<file path="src/rtl/ctx_cam_pkg.sv">
package ctx_cam_pkg;

  localparam int CTX_WORD_W = 32;
  localparam int VALID_POS  = 31;

  typedef enum logic [1:0] {
    RING_USER = 2'd0,
    RING_OS   = 2'd1,
    RING_POOL = 2'd2,
    RING_PHYS = 2'd3
  } ring_e;

  // Word arrives most-significant byte first in the low byte lane.
  function automatic logic [CTX_WORD_W-1:0] wire_to_host(input logic [CTX_WORD_W-1:0] w);
    return {w[7:0], w[15:8], w[23:16], w[31:24]};
  endfunction

  function automatic int unsigned tid_width(input logic tid8);
    return tid8 ? 8 : 7;
  endfunction

endpackage

</file>
<file path="src/rtl/ctx_word_decode.sv">
module ctx_word_decode
  import ctx_cam_pkg::*;
#(
  parameter int CAM_W = 24,
  parameter int LS_W  = 24
) (
  input  logic [CTX_WORD_W-1:0] raw_w,
  output logic                  vld,
  output logic [CAM_W-1:0]      cam,
  output logic [LS_W-1:0]       ls
);
  logic [CTX_WORD_W-1:0] host_w;

  always_comb begin
    host_w = wire_to_host(raw_w);
    vld    = host_w[VALID_POS];
    cam    = host_w[CAM_W-1:0];
    ls     = host_w[LS_W-1:0];
  end
endmodule

</file>
<file path="src/rtl/ctx_hw_line.sv">
module ctx_hw_line #(
  parameter int BLK_W = 4,
  parameter int IDX_W = 20,
  parameter int PIR_W = 8,
  localparam int CAM_W = BLK_W + IDX_W
) (
  input  logic [BLK_W-1:0] chip_blk,
  input  logic [PIR_W-1:0] pir,
  input  logic             tid8_mode,
  output logic [CAM_W-1:0] line
);
  logic [IDX_W-1:0] hw_idx;
  int unsigned      tw;

  always_comb begin
    tw = ctx_cam_pkg::tid_width(tid8_mode);
    for (int i = 0; i < IDX_W; i++) begin
      if (i < PIR_W && i < int'(tw))
        hw_idx[i] = pir[i];
      else
        hw_idx[i] = (i == int'(tw));
    end
    line = {chip_blk, hw_idx};
  end
endmodule

</file>
<file path="src/rtl/ctx_ring_select.sv">
module ctx_ring_select
  import ctx_cam_pkg::*;
(
  input  logic  fmt,
  input  logic  ignore_lo,
  input  logic  hit_phys,
  input  logic  hit_pool,
  input  logic  hit_os,
  input  logic  hit_user,
  output logic  sel_match,
  output ring_e sel_ring
);
  always_comb begin
    sel_match = 1'b0;
    sel_ring  = RING_USER;
    if (fmt) begin
      if (hit_user) begin
        sel_match = 1'b1;
        sel_ring  = RING_USER;
      end
    end else if (!ignore_lo) begin
      if (hit_phys) begin
        sel_match = 1'b1;
        sel_ring  = RING_PHYS;
      end else if (hit_pool) begin
        sel_match = 1'b1;
        sel_ring  = RING_POOL;
      end else if (hit_os) begin
        sel_match = 1'b1;
        sel_ring  = RING_OS;
      end
    end
  end
endmodule

</file>
<file path="src/rtl/ctx_cam_match.sv">
module ctx_cam_match
  import ctx_cam_pkg::*;
#(
  parameter int BLK_W = 4,
  parameter int IDX_W = 20,
  parameter int PIR_W = 8,
  parameter int LS_W  = 24
) (
  input  logic             clk,
  input  logic             rst_n,
  input  logic             start,
  input  logic             tgt_fmt,
  input  logic [BLK_W-1:0] tgt_blk,
  input  logic [IDX_W-1:0] tgt_idx,
  input  logic             tgt_ignore,
  input  logic [LS_W-1:0]  tgt_ls,
  input  logic [31:0]      ctx_user_w,
  input  logic [31:0]      ctx_os_w,
  input  logic [31:0]      ctx_pool_w,
  input  logic [31:0]      ctx_phys_w,
  input  logic [BLK_W-1:0] chip_blk,
  input  logic [PIR_W-1:0] pir,
  input  logic             tid8_mode,
  output logic             done,
  output logic             match,
  output logic [1:0]       ring
);
  localparam int CAM_W   = BLK_W + IDX_W;
  localparam int N_RINGS = 4;

  logic [CTX_WORD_W-1:0] raw_w [N_RINGS];
  logic                  r_vld [N_RINGS];
  logic [CAM_W-1:0]      r_cam [N_RINGS];
  logic [LS_W-1:0]       r_ls  [N_RINGS];

  assign raw_w[RING_USER] = ctx_user_w;
  assign raw_w[RING_OS]   = ctx_os_w;
  assign raw_w[RING_POOL] = ctx_pool_w;
  assign raw_w[RING_PHYS] = ctx_phys_w;

  for (genvar g = 0; g < N_RINGS; g++) begin : g_dec
    ctx_word_decode #(.CAM_W(CAM_W), .LS_W(LS_W)) u_dec (
      .raw_w (raw_w[g]),
      .vld   (r_vld[g]),
      .cam   (r_cam[g]),
      .ls    (r_ls[g])
    );
  end

  logic [CAM_W-1:0] tgt_cam;
  logic [CAM_W-1:0] hw_line;
  assign tgt_cam = {tgt_blk, tgt_idx};

  ctx_hw_line #(.BLK_W(BLK_W), .IDX_W(IDX_W), .PIR_W(PIR_W)) u_hw (
    .chip_blk  (chip_blk),
    .pir       (pir),
    .tid8_mode (tid8_mode),
    .line      (hw_line)
  );

  // Per-ring hit events, named for the checks below.
  logic hit_phys, hit_pool, hit_os, hit_user;
  assign hit_phys = r_vld[RING_PHYS] && (hw_line == tgt_cam);
  assign hit_pool = r_vld[RING_POOL] && (r_cam[RING_POOL] == tgt_cam);
  assign hit_os   = r_vld[RING_OS]   && (r_cam[RING_OS] == tgt_cam);
  assign hit_user = hit_os && r_vld[RING_USER] && (r_ls[RING_USER] == tgt_ls);

  logic  sel_match;
  ring_e sel_ring;

  ctx_ring_select u_sel (
    .fmt       (tgt_fmt),
    .ignore_lo (tgt_ignore),
    .hit_phys  (hit_phys),
    .hit_pool  (hit_pool),
    .hit_os    (hit_os),
    .hit_user  (hit_user),
    .sel_match (sel_match),
    .sel_ring  (sel_ring)
  );

  always_ff @(posedge clk) begin
    if (!rst_n) begin
      done  <= 1'b0;
      match <= 1'b0;
      ring  <= 2'd0;
    end else begin
      done <= start;
      if (start) begin
        match <= sel_match;
        ring  <= sel_ring;
      end
    end
  end

  // strobe follows the request by one cycle, and only then
  a_r2_done_follows: assert property (@(posedge clk) disable iff (!rst_n)
    start |=> done);
  a_r2_no_spurious: assert property (@(posedge clk) disable iff (!rst_n)
    !start |=> !done);
  // results frozen between requests
  a_r3_hold: assert property (@(posedge clk) disable iff (!rst_n)
    !start |=> ($stable(match) && $stable(ring)));
  // wildcard format-0 target never matches
  a_r5_wildcard: assert property (@(posedge clk) disable iff (!rst_n)
    (start && !tgt_fmt && tgt_ignore) |=> !match);
  // a physical hit outranks every other ring
  a_r7_phys_first: assert property (@(posedge clk) disable iff (!rst_n)
    (start && !tgt_fmt && !tgt_ignore && hit_phys) |=> (match && ring == 2'd3));
  // user path requires a valid OS context
  a_r9_needs_os: assert property (@(posedge clk) disable iff (!rst_n)
    (start && tgt_fmt && !r_vld[RING_OS]) |=> !match);
  // format 1 reports only the user code
  a_r10_user_code: assert property (@(posedge clk) disable iff (!rst_n)
    (start && tgt_fmt) |=> (!match || ring == 2'd0));
endmodule

</file>
<file path="config.mk">
export PLATFORM = sky130hd
export DESIGN_NAME = ctx_cam_match
export DESIGN_NICKNAME = d
export VERILOG_FILES = /design/src/rtl/ctx_cam_pkg.sv /design/src/rtl/ctx_word_decode.sv /design/src/rtl/ctx_hw_line.sv /design/src/rtl/ctx_ring_select.sv /design/src/rtl/ctx_cam_match.sv
export SDC_FILE = /design/constraint.sdc
export NUM_CORES = 1
export LEC_CHECK = 0
export BUFFER_PORTS_ARGS = -buffer_cell sky130_fd_sc_hd__buf_4
export CAP_MARGIN = 20
export CORE_AREA = 2 2 77 79
export DETAILED_ROUTE_END_ITERATION = 7
export DIE_AREA = 0 0 79 81
export GPL_ROUTABILITY_DRIVEN = 0
export GPL_TIMING_DRIVEN = 0
export PLACE_DENSITY = 0.72
export RECOVER_POWER = 25
export SLEW_MARGIN = 20
export SYNTH_ARGS = -nofsm -noshare
export SYNTH_HDL_FRONTEND = slang
export SYNTH_SLANG_ARGS = --single-unit
</file>
<file path="constraint.sdc">
create_clock -name clk -period 2.4 [get_ports clk]
set_input_delay 0.12 -clock clk [delete_from_list [all_inputs] [get_ports clk]]
set_output_delay 0.12 -clock clk [all_outputs]
set_load 0.01 [all_outputs]
</file>
== Word-level counts from Yosys, hierarchy flattened ==
Index checks and enable logic that the tools add are counted.

* Register bits after elaboration: 4
* Bits in latches: 0
* Memory bits (writable): 0
* Bits in read-only memories: 0
* Logic and storage cells: 60
* Memories kept: 0

* $add $sub $neg: 0
* $mul: 0
* Divide/modulo/power cells: 0
* $lt $le $gt $ge: 8
* Eq/ne operators: 23
* Shift-type cells: 0
* Muxes and demuxes: 20
* Bitwise logic cells: 0
* Reductions and logical operators: 6

{| class="wikitable"
|+ Operator list
! cell !! number
|-
| == test 5 x 32 -> 1 bit (first input constant) || 8
|-
| == test 4 x 32 -> 1 bit (first input constant) || 4
|-
| == test 6 x 32 -> 1 bit (first input constant) || 4
|-
| < comparator 4 x 32 -> 1 bit (first input constant) || 4
|-
| == test 24 bit || 4
|-
| == test 3 x 32 -> 1 bit (first input constant) || 2
|-
| < comparator 3 x 32 -> 1 bit (first input constant) || 2
|-
| == test 2 x 32 -> 1 bit (first input constant) || 1
|-
| zero test 32 bit || 1
|-
| < comparator 1 x 32 -> 1 bit (first input constant) || 1
|-
| < comparator 2 x 32 -> 1 bit (first input constant) || 1
|-
| 2-to-1 mux 1 bit || 15
|-
| 2-to-1 mux 2 bit || 4
|-
| logical AND 1 bit || 5
|-
| 2-to-1 mux 4 bit || 1
|}

== Logic depth before layout (Yosys ltp) ==
Gate-level depths: netlist (run 1).

* Word-level depth: 8
* Gate-level depth with buffers: 6
* Depth with buffers taken out: 6

== Modules after synthesis ==
From an unflattened synthesis (run 1), not the netlist that was laid out.

* Cells, all modules: 372
* Area total of the unflattened synthesis: 2902.8 µm²

{| class="wikitable"
|+ Modules (own cells, without submodules)
! module !! times used !! cells each !! area each (µm²)
|-
| ctx_word_decode || 4 || 49 || 367.9
|-
| ctx_cam_match || 1 || 145 || 1206.2
|-
| ctx_hw_line || 1 || 25 || 182.7
|-
| ctx_ring_select || 1 || 6 || 42.5
|}

== Worst setup path before layout (run 1) ==
Ideal clock, no wire load.

* Kind: in2reg
* Start: input chip_blk[2]
* End: register match
* Library setup time: 59 ps
* Data arrival time: 1391 ps
* Required time: 2341 ps
* Setup slack: 950 ps
* Cell stages on the path: 6
* Buffers on the path: 0
* Cells stage by stage: xor2_1 -> nor4_1 -> nand2_1 -> or4_4 -> a21oi_2 -> o31a_1

* Word-level cells in the longest chain between the ends: 5

{| class="wikitable"
|+ Ends and longest elaborated chain
! element !! line !! text
|-
| from (decl) || ctx_cam_match.sv:21 || <nowiki>input logic [BLK_W-1:0] chip_blk,</nowiki>
|-
| == test 24 bit || ctx_cam_match.sv:63 || <nowiki>assign hit_phys = r_vld[RING_PHYS] && (hw_line == tgt_cam);</nowiki>
|-
| logical AND 1 bit || ctx_cam_match.sv:63 ||
|-
| 2-to-1 mux 1 bit || ctx_ring_select.sv:22 || <nowiki>if (hit_phys) begin</nowiki>
|-
| 2-to-1 mux 1 bit || ctx_ring_select.sv:21 || <nowiki>end else if (!ignore_lo) begin</nowiki>
|-
| 2-to-1 mux 1 bit || ctx_ring_select.sv:16 || <nowiki>if (fmt) begin</nowiki>
|-
| to (signal assigned) || ctx_cam_match.sv:90 || <nowiki>match <= sel_match;</nowiki>
|-
| to (decl) || ctx_cam_match.sv:25 || <nowiki>output logic match,</nowiki>
|}

No other way between the ends.
A chain may end at the register's enable or synchronous reset.

== Worst setup path after layout (run 1) ==
* Start: input tgt_idx[13]
* End: register match

* Word-level cells in the longest chain between the ends: 7
* Elaborated cells between the ends (all ways): 14
* Those cells by class: eq/ne (3); mux (6); reduce/logical (5)

{| class="wikitable"
|+ Ends and longest elaborated chain
! element !! line !! text
|-
| from (decl) || ctx_cam_match.sv:14 || <nowiki>input logic [IDX_W-1:0] tgt_idx,</nowiki>
|-
| == test 24 bit || ctx_cam_match.sv:65 || <nowiki>assign hit_os = r_vld[RING_OS] && (r_cam[RING_OS] == tgt_cam);</nowiki>
|-
| logical AND 1 bit || ctx_cam_match.sv:65 ||
|-
| 2-to-1 mux 1 bit || ctx_ring_select.sv:28 || <nowiki>end else if (hit_os) begin</nowiki>
|-
| 2-to-1 mux 1 bit || ctx_ring_select.sv:25 || <nowiki>end else if (hit_pool) begin</nowiki>
|-
| 2-to-1 mux 1 bit || ctx_ring_select.sv:22 ||
|-
| 2-to-1 mux 1 bit || ctx_ring_select.sv:21 ||
|-
| 2-to-1 mux 1 bit * || ctx_ring_select.sv:16 ||
|}

Every way passes the cells marked *; elsewhere a longest branch is shown, timed or not.

==> results of run 1 <==
[state kept, by name (all words and copies together), names as in the netlist]
register,count
ring,2
done,1
match,1
[cell type report]
class / count / area [um^2]
Multi-Input combinational cell: 136 / 1070
Tap cell: 75 / 93.8
Timing Repair Buffer: 145 / 1080
Clock buffer: 3 / 41.3
Fill cell: 586 / 3310
Sequential cell: 4 / 80.1
[metal layers]
layer	GRT usage (%)	routed length, um
met1	13.5	1620
met5	0	0
met3	4.00	557
met2	30.4	2670
met4	1.38	0
[report_power, final]
group	total [mW]	leakage, nW	internal (mW)	switching (mW)
Clock	0.138	0.0216	0.107	0.0318
Combinational	0.359	1.03	0.229	0.130
Sequential	0.0681	0.0325	0.0679	0.000179
[cells in the mapped netlist]
cell type	number	area share [%]
a21oi_1	1	0.44
o21ai_0	1	0.44
nor4b_1	1	0.76
and2_1	1	0.55
nand4_1	10	5.5
nand3_1	4	1.7
nor4_1	16	8.7
xnor2_1	36	28
nor2_1	1	0.33
a21oi_2	1	0.76
nor3_1	3	1.3
o211a_1	1	0.87
dfxtp_1	4	7.0
o31a_1	1	0.76
nand2_1	4	1.3
or4_4	1	0.98
xor2_2	1	1.4
xor2_1	48	37
nor2b_1	3	1.6
nand3b_1	1	0.66
o21a_1	1	0.66
[worst max-delay path, delay by kind of cell]
family / cells / cell delay (ps)
buffers and inverters: 1 / 120
AND/OR/NAND/NOR: 3 / 1260
AO/OA/AOI/OAI: 2 / 300
[cell families after synthesis]
family,count (synthesis),synth area share [%]
xor gates and xnor gates,85,65.6
DFF,4,6.99
and+or+nand+nor,45,23.5
AOI/OAI and AO/OA,6,3.93
[worst paths after layout]
path	endpoint	slack, ps
max	match	750
min	ring[1]	140
max reg2reg	match	1590
min reg2reg	ring[0]	530
==> impl_metrics.env, run 1 <==
export IMPL_firstDrtPassIters=4
export IMPL_antenna_cells=0
export IMPL_syn_num_nets=334
export IMPL_clk_latency_ps=210
export IMPL_end_kind="flip-flop"
export IMPL_finClkSkew_ps=0
export IMPL_startpoint="tgt_idx[13]"
export IMPL_cts_clk_slew_worst_paths_ps=30
export IMPL_vias_per_cell=4.36
export IMPL_htree_levels=1
export IMPL_synth_seq_area_share_pct=6.99
export IMPL_timing_final_crit_share_pct=68.8
export IMPL_holdPathStages=2
export IMPL_post_cts_resized=0
export IMPL_area_growth_synth_to_final_pct=106
export IMPL_antenna_found_initial=0
export IMPL_wl_per_cell_um=13.3
export IMPL_crit_fanout=3
export IMPL_nNetsFinal=484
export IMPL_drt_iter0_drc=22
export IMPL_initial_utilization_pct=20.2
export IMPL_drc=0
export IMPL_grt_pass1_vias=1638
export IMPL_cp_arrival_ps=1810
export IMPL_layout_common_cells="buf_4, xor2_1, xnor2_1"
export IMPL_wl_um=4850
export IMPL_dp_cells=360
export IMPL_layout_setup_ws_ps=750
export IMPL_max_stage_delay_ps=580
export IMPL_ios=198
export IMPL_ant_nets=0
export IMPL_clockBufferDepth=2
export IMPL_max_freq_mhz=606
export IMPL_setup_viol=0
export IMPL_leakagePower_nw=1.09
export IMPL_portBuffers=145
export IMPL_die_area_um2=6400
export IMPL_track_usage_pct=14.2
export IMPL_worstHoldStart="rst_n"
export IMPL_instances_no_fill=363
export IMPL_core_area_um2=5680
export IMPL_min_period_ps=1650
export IMPL_irDropWorstVdd_uv=134
export IMPL_final_layout_size_suffix_gt1_share_pct=52.1
export IMPL_yosysWarningCount=0
export IMPL_std_cell_rows=28
export IMPL_whs_ps=144
export IMPL_fin_tns_setup_ps=0
export IMPL_ys_types=21
export IMPL_crit_type="in -> reg"
export IMPL_finalPower_uw=566
export IMPL_post_cts_buffers=0
export IMPL_power_density_nw_per_um2=239
export IMPL_vias=1583
export IMPL_fin_area_um2=2370
export IMPL_outcome="completed"
export IMPL_layout_commonest_cell="buf_4"
export IMPL_hold_viol_final=0
export IMPL_dieHeight_um=81
export IMPL_grt_start_max_net_pins=7
export IMPL_cts_root_buf="clkbuf_8"
export IMPL_drv_slew=0
export IMPL_critPathSlowestCell="or4_4"
export IMPL_max_cap_viol_count=0
export IMPL_synth_avg_cell_area_um2=8.19
export IMPL_start_kind="input pin"
export IMPL_cts_buffers=3
export IMPL_die_x_um=79
export IMPL_required_ps=2560
export IMPL_cts_hold_buf=0
export IMPL_cts_tree="done"
export IMPL_worstMarginPinSlew_ps=437
export IMPL_synth_cells=140
export IMPL_cts_sinks=4
export IMPL_dp_hpwl_um=4460
export IMPL_min_path_type="in -> reg"
export IMPL_slew_headroom_pct=70.4
export IMPL_grt_setup_unrepaired="no"
export IMPL_rr_startpoint="match"
export IMPL_utilization_pct=41.7
export IMPL_netlist_area_um2=1150
export IMPL_placed_cell_area_um2=2330
export IMPL_grt_pass1_wl_um=7110
export IMPL_reg2reg_depth=2
export IMPL_ys_ff_latch=4
export IMPL_place_ws_ps=523
export IMPL_crit_path_cell_trace="buf_4 > nor4b_1 > nand4_1 > or4_4 > a21oi_2 > o31a_1"
export IMPL_gr_total_overflow=0
Power figures use the tool's default switching activity.
==> inputs of run 2 (changes only) <==
CORE_AREA = 2 2 78 80   (was 2 2 77 79)
DIE_AREA = 0 0 80 82   (was 0 0 79 81)
PLACE_DENSITY = 0.71   (was 0.72)
clock period = 1.7 ns   (was 2.4 ns; I/O delays follow)
==> run 2 against run 1 <==
  * Combinational power rose by 41%
  * Final area rose by 0.26%
  * Worst hold slack got worse by 37 ps
  * Critical path type unchanged
  * Highest routed layer is now met4
==> impl_metrics.env, run 2 (synthesized netlist as in run 1, its figures left out) <==
export IMPL_cp_arrival_ps=1710
export IMPL_die_area_um2=6560
export IMPL_track_usage_pct=14.1
export IMPL_place_ws_ps=-194
export IMPL_finClkSkew_ps=0
export IMPL_cts_tree="done"
export IMPL_drv_slew=0
export IMPL_holdPathEnd="ring[1]"
export IMPL_cts_buffers=3
export IMPL_power_density_nw_per_um2=337
export IMPL_vias=1590
export IMPL_max_cap_viol_count=0
export IMPL_rrSetupSlack_ps=880
export IMPL_antenna_cells=0
export IMPL_crit_top_cell="nor4_1"
export IMPL_ios=198
export IMPL_gr_total_overflow=0
export IMPL_ant_nets=0
export IMPL_reg_top3="ring (2), done (1), match (1)"
export IMPL_drc=0
export IMPL_firstDrtPassIters=3
export IMPL_crit_family="simple AND/OR/NAND/NOR gates"
export IMPL_core_area_um2=5750
export IMPL_area_growth_synth_to_final_pct=107
export IMPL_clockBufferDepth=2
export IMPL_antenna_found_initial=0
export IMPL_grt_setup_unrepaired="no"
export IMPL_min_path_type="in -> reg"
export IMPL_grt_start_max_net_pins=7
export IMPL_vias_per_cell=4.38
export IMPL_timing_final_crit_share_pct=91.5
export IMPL_dieHeight_um=82
export IMPL_portBuffers=145
export IMPL_cts_sinks=4
export IMPL_grt_pass1_wl_um=7070
export IMPL_hold_viol_final=0
export IMPL_wl_per_cell_um=13.3
export IMPL_largest_register="ring"
export IMPL_worstMarginPinSlew_ps=549
export IMPL_path_buf_inv=1
export IMPL_clk_latency_ps=210
export IMPL_reg2reg_depth=2
export IMPL_leakagePower_nw=1.09
export IMPL_fill_cells=620
export IMPL_required_ps=1860
export IMPL_end_kind="flip-flop"
export IMPL_finalPower_uw=799
export IMPL_layout_commonest_cell="buf_4"
export IMPL_cts_root_buf="clkbuf_8"
export IMPL_worstHoldStart="rst_n"
export IMPL_crit_type="in -> reg"
export IMPL_max_stage_delay_ps=500
export IMPL_largest_register_ffs=2
export IMPL_r2r_end="match"
export IMPL_layout_setup_ws_ps=145
export IMPL_min_period_ps=1550
export IMPL_die_x_um=80
export IMPL_outcome="completed"
export IMPL_max_freq_mhz=643
export IMPL_initial_utilization_pct=19.9
export IMPL_crit_path_cell_trace="buf_4 > xor2_1 > nor4_1 > nand3_1 > nor4_1 > o211a_1 > o31a_1"
export IMPL_dp_hpwl_um=4510
export IMPL_slew_headroom_pct=63.0
export IMPL_grt_pass1_vias=1628
export IMPL_critPathSlowestCell="nor4_1"
export IMPL_final_layout_size_suffix_gt1_share_pct=52.4
export IMPL_drt_iter0_drc=15
export IMPL_rr_startpoint="match"
export IMPL_crit_fanout=3
export IMPL_holdPathStages=2
export IMPL_std_cell_rows=28
export IMPL_whs_ps=107
export IMPL_cts_clk_slew_worst_paths_ps=30
export IMPL_post_cts_buffers=0
export IMPL_layout_common_cells="buf_4, xor2_1, xnor2_1"
export IMPL_nNetsFinal=484
export IMPL_start_kind="input pin"
export IMPL_htree_levels=1
export IMPL_wl_um=4830
export IMPL_placed_cell_area_um2=2330
export IMPL_fin_tns_setup_ps=0
export IMPL_setup_viol=0
export IMPL_irDropWorstVdd_uv=167
export IMPL_fin_area_um2=2370
-- run 2: cell count changes in the layout (fill, tap and decap cells not counted) --
cell     change
nor4b_1      -1
nor4b_2      +1
-- run 2: repair_timing --
| action | in CTS | in global routing |
|---|---|---|
| endpoints found under the setup margin | 0 | 2 |
| gates resized for setup | 0 | 1 |
| hold buffers | 0 | 0 |
-- run 2: where the power goes --
part / leakage (nW) / total, mW / internal [mW] / switching (mW)
Combinational: 1.04 / 0.507 / 0.324 / 0.183
Sequential: 0.0325 / 0.0961 / 0.0959 / 0.000248
Clock: 0.0216 / 0.196 / 0.151 / 0.0451
-- run 2: worst max-delay path by stage --
stage / start / endpoint / slack [ps] / depth (start not counted)
final: tgt_idx[3] / match / 150 / 7
after global routing: tgt_idx[3] / match / 70 / 7
after CTS: tgt_idx[13] / match / 20 / 6
after detailed placement: tgt_idx[13] / match / -190 / 6
after global placement: tgt_idx[13] / match / -200 / 6
after floorplan: chip_blk[2] / match / 280 / 6
-- run 2: final cells by class --
cell class	instances	area, um^2	share of cell area [%]
Clock buffer	3	41.3	1.74
Multi-Input combinational cell	136	1070	45.2
Sequential cell	4	80.1	3.38
Tap cell	75	93.8	3.96
Timing Repair Buffer	145	1080	45.7
-- run 2: per-stage QoR --
stage	instances	utilization, %
after floorplan	140	-
after global placement	360	40.5
after detailed placement	360	40.5
after CTS	363	41.2
after global routing	363	41.3
final	363	41.3
-- run 2: metal layers --
metal | vias up | global-route usage (%) | share of wire [%]
met5 | - | 0 | 0
li1 | 787 | - | -
met4 | 0 | 3.56 | 0.81
met2 | 105 | 30.6 | 56
met1 | 694 | 13.1 | 32
met3 | 4 | 2.75 | 11
==> inputs of run 3 (changes only) <==
ABC_AREA = 1   (was unset)
CORE_AREA = unset   (was 2 2 78 80)
CORE_ASPECT_RATIO = 1.5   (was unset)
CORE_UTILIZATION = 45   (was unset)
DIE_AREA = unset   (was 0 0 80 82)
PLACE_DENSITY = 0.91   (was 0.71)
RECOVER_POWER = 50   (was 25)
SYNTH_HIERARCHICAL = 1   (was unset)
==> run 3 against run 2 <==
  * Global-route usage is 8.2 points higher
  * Final area grew 23%
  * Die area is 16% lower
  * Power up 17%
  * Critical endpoint unchanged
  * Largest cell class is now multi-input gates
  * Largest power group unchanged
==> impl_metrics.env, run 3 <==
export IMPL_outcome="completed"
export IMPL_crit_type="in -> reg"
export IMPL_rr_startpoint="ring[1]"
export IMPL_drv_slew=0
export IMPL_layout_commonest_cell="buf_4"
export IMPL_rrSetupSlack_ps=990
export IMPL_max_freq_mhz=811
export IMPL_synth_cells=421
export IMPL_cts_buffers=3
export IMPL_end_kind="flip-flop"
export IMPL_ant_nets=0
export IMPL_irDropWorstVdd_uv=389
export IMPL_die_x_um=60.9
export IMPL_firstDrtPassIters=4
export IMPL_critPathSlowestCell="nor2_1"
export IMPL_hold_viol_final=0
export IMPL_antenna_cells=0
export IMPL_reg2reg_depth=2
export IMPL_nNetsFinal=688
export IMPL_area_growth_synth_to_final_pct=24.8
export IMPL_cp_arrival_ps=1390
export IMPL_std_cell_rows=31
export IMPL_drt_iter0_drc=127
export IMPL_dieHeight_um=90.4
export IMPL_wl_um=6130
export IMPL_start_kind="input pin"
export IMPL_fin_tns_setup_ps=0
export IMPL_portBuffers=58
export IMPL_holdPathEnd="done"
export IMPL_dp_hpwl_um=5550
export IMPL_reg_top3="ring (2), done (1), match (1)"
export IMPL_fin_area_um2=2920
export IMPL_min_period_ps=1230
export IMPL_gr_total_overflow=0
export IMPL_initial_utilization_pct=47.5
export IMPL_cts_hold_buf=0
export IMPL_worstHoldStart="rst_n"
export IMPL_largest_register_ffs=2
export IMPL_vias=2494
export IMPL_synth_avg_cell_area_um2=5.56
export IMPL_min_path_type="in -> reg"
export IMPL_grt_pass1_wl_um=9340
export IMPL_netlist_area_um2=2340
export IMPL_timing_final_crit_share_pct=72.5
export IMPL_layout_common_cells="buf_4, nand2_1, inv_1"
export IMPL_grt_setup_unrepaired="no"
export IMPL_crit_fanout=2
export IMPL_cts_clk_slew_worst_paths_ps=30
export IMPL_cts_root_buf="clkbuf_8"
export IMPL_placed_cell_area_um2=2900
export IMPL_drc=0
export IMPL_final_layout_size_suffix_gt1_share_pct=34.8
export IMPL_largest_register="ring"
export IMPL_max_stage_delay_ps=140
export IMPL_power_density_nw_per_um2=319
export IMPL_path_buf_inv=3
export IMPL_ios=198
export IMPL_htree_levels=1
export IMPL_grt_start_max_net_pins=7
export IMPL_core_area_um2=4930
export IMPL_max_cap_viol_count=0
export IMPL_wl_per_cell_um=11.0
export IMPL_track_usage_pct=22.3
export IMPL_crit_path_cell_trace="buf_4 > buf_4 > nand2_1 > o21ai_0 > nor2_1 > nand2_1 > nor2_1 > nand2_1 > nor2_1 > inv_1 > nand2_1 > nand2_1 > nand3_1 > nor2_1 > nor2_1"
export IMPL_setup_viol=0
export IMPL_leakagePower_nw=1.64
export IMPL_grt_pass1_vias=2364
export IMPL_antenna_found_initial=0
export IMPL_holdPathStages=3
export IMPL_vias_per_cell=4.47
export IMPL_cts_tree="done"
export IMPL_clk_latency_ps=210
export IMPL_post_cts_buffers=0
export IMPL_finClkSkew_ps=0
export IMPL_required_ps=1850
export IMPL_cts_sinks=4
export IMPL_utilization_pct=59.4
export IMPL_die_area_um2=5500
export IMPL_crit_family="simple AND/OR/NAND/NOR gates"
export IMPL_yosysWarningCount=6
export IMPL_whs_ps=95.6
export IMPL_post_cts_resized=0
export IMPL_clockBufferDepth=2
export IMPL_r2r_end="ring[1]"
[run 3: cell types whose count changed in the layout (fill, tap and decap cells not counted), moves of 4 or more]
cell     change
nor2_1      +45
nand4_1      -9
o21ai_0     +28
nand2_1    +104
inv_2        +9
o22ai_1      +5
inv_1       +49
xnor2_1      -4
nor4_1      -16
conb_1      +11
buf_4        +9
xor2_1      -39
o21ai_1      +4
nand3_1      +5
[run 3: metal layers]
layer / track usage [%] / vias up / routed length (um)
met4: 7.77 / 0 / 150
met2: 44.1 / 136 / 3360
met3: 3.87 / 12 / 526
met1: 21.1 / 1039 / 2090
li1: - / 1307 / -
met5: 0 / - / 0
[run 3: worst max-delay path by stage]
stage	start	to	slack, ps	depth (start not counted)
floorplan	pir[4]	match	590	11
global placement	tgt_idx[10]	match	220	12
detailed placement	tgt_idx[10]	match	230	12
CTS	tgt_idx[10]	match	440	12
global route	tgt_idx[10]	match	360	12
finish	tid8_mode	match	470	15
[run 3: where the power goes]
group | switching, mW | total [mW] | internal, mW | leakage [nW]
sequential | 0.00196 | 0.101 | 0.0993 | 0.0330
combinational | 0.267 | 0.630 | 0.363 | 1.59
clock | 0.0493 | 0.200 | 0.151 | 0.0216
[run 3: per-stage QoR]
stage / power, mW / setup slack, ps / cells
after detailed placement: 0.736 / 231 / 555
after global routing: 1.01 / 362 / 558
after CTS: 0.937 / 435 / 558
after global placement: 0.724 / 220 / 555
after floorplan: 0.537 / 589 / 431
final: 0.932 / 467 / 558
[run 3: worst register-to-register path: stages, from the launching register on]
cell     delay, ps
dfxtp_1        310
o21ai_0        220
nor2_1          60
[run 3: layout make-up]
type	count	area [um^2]
multi-input combinational	268	1330
timing repair buffer	58	420
clock buffer	3	41.3
sequential	4	80.1
fill	490	2000
tap	66	82.6
inverter	60	225
buffer	99	743
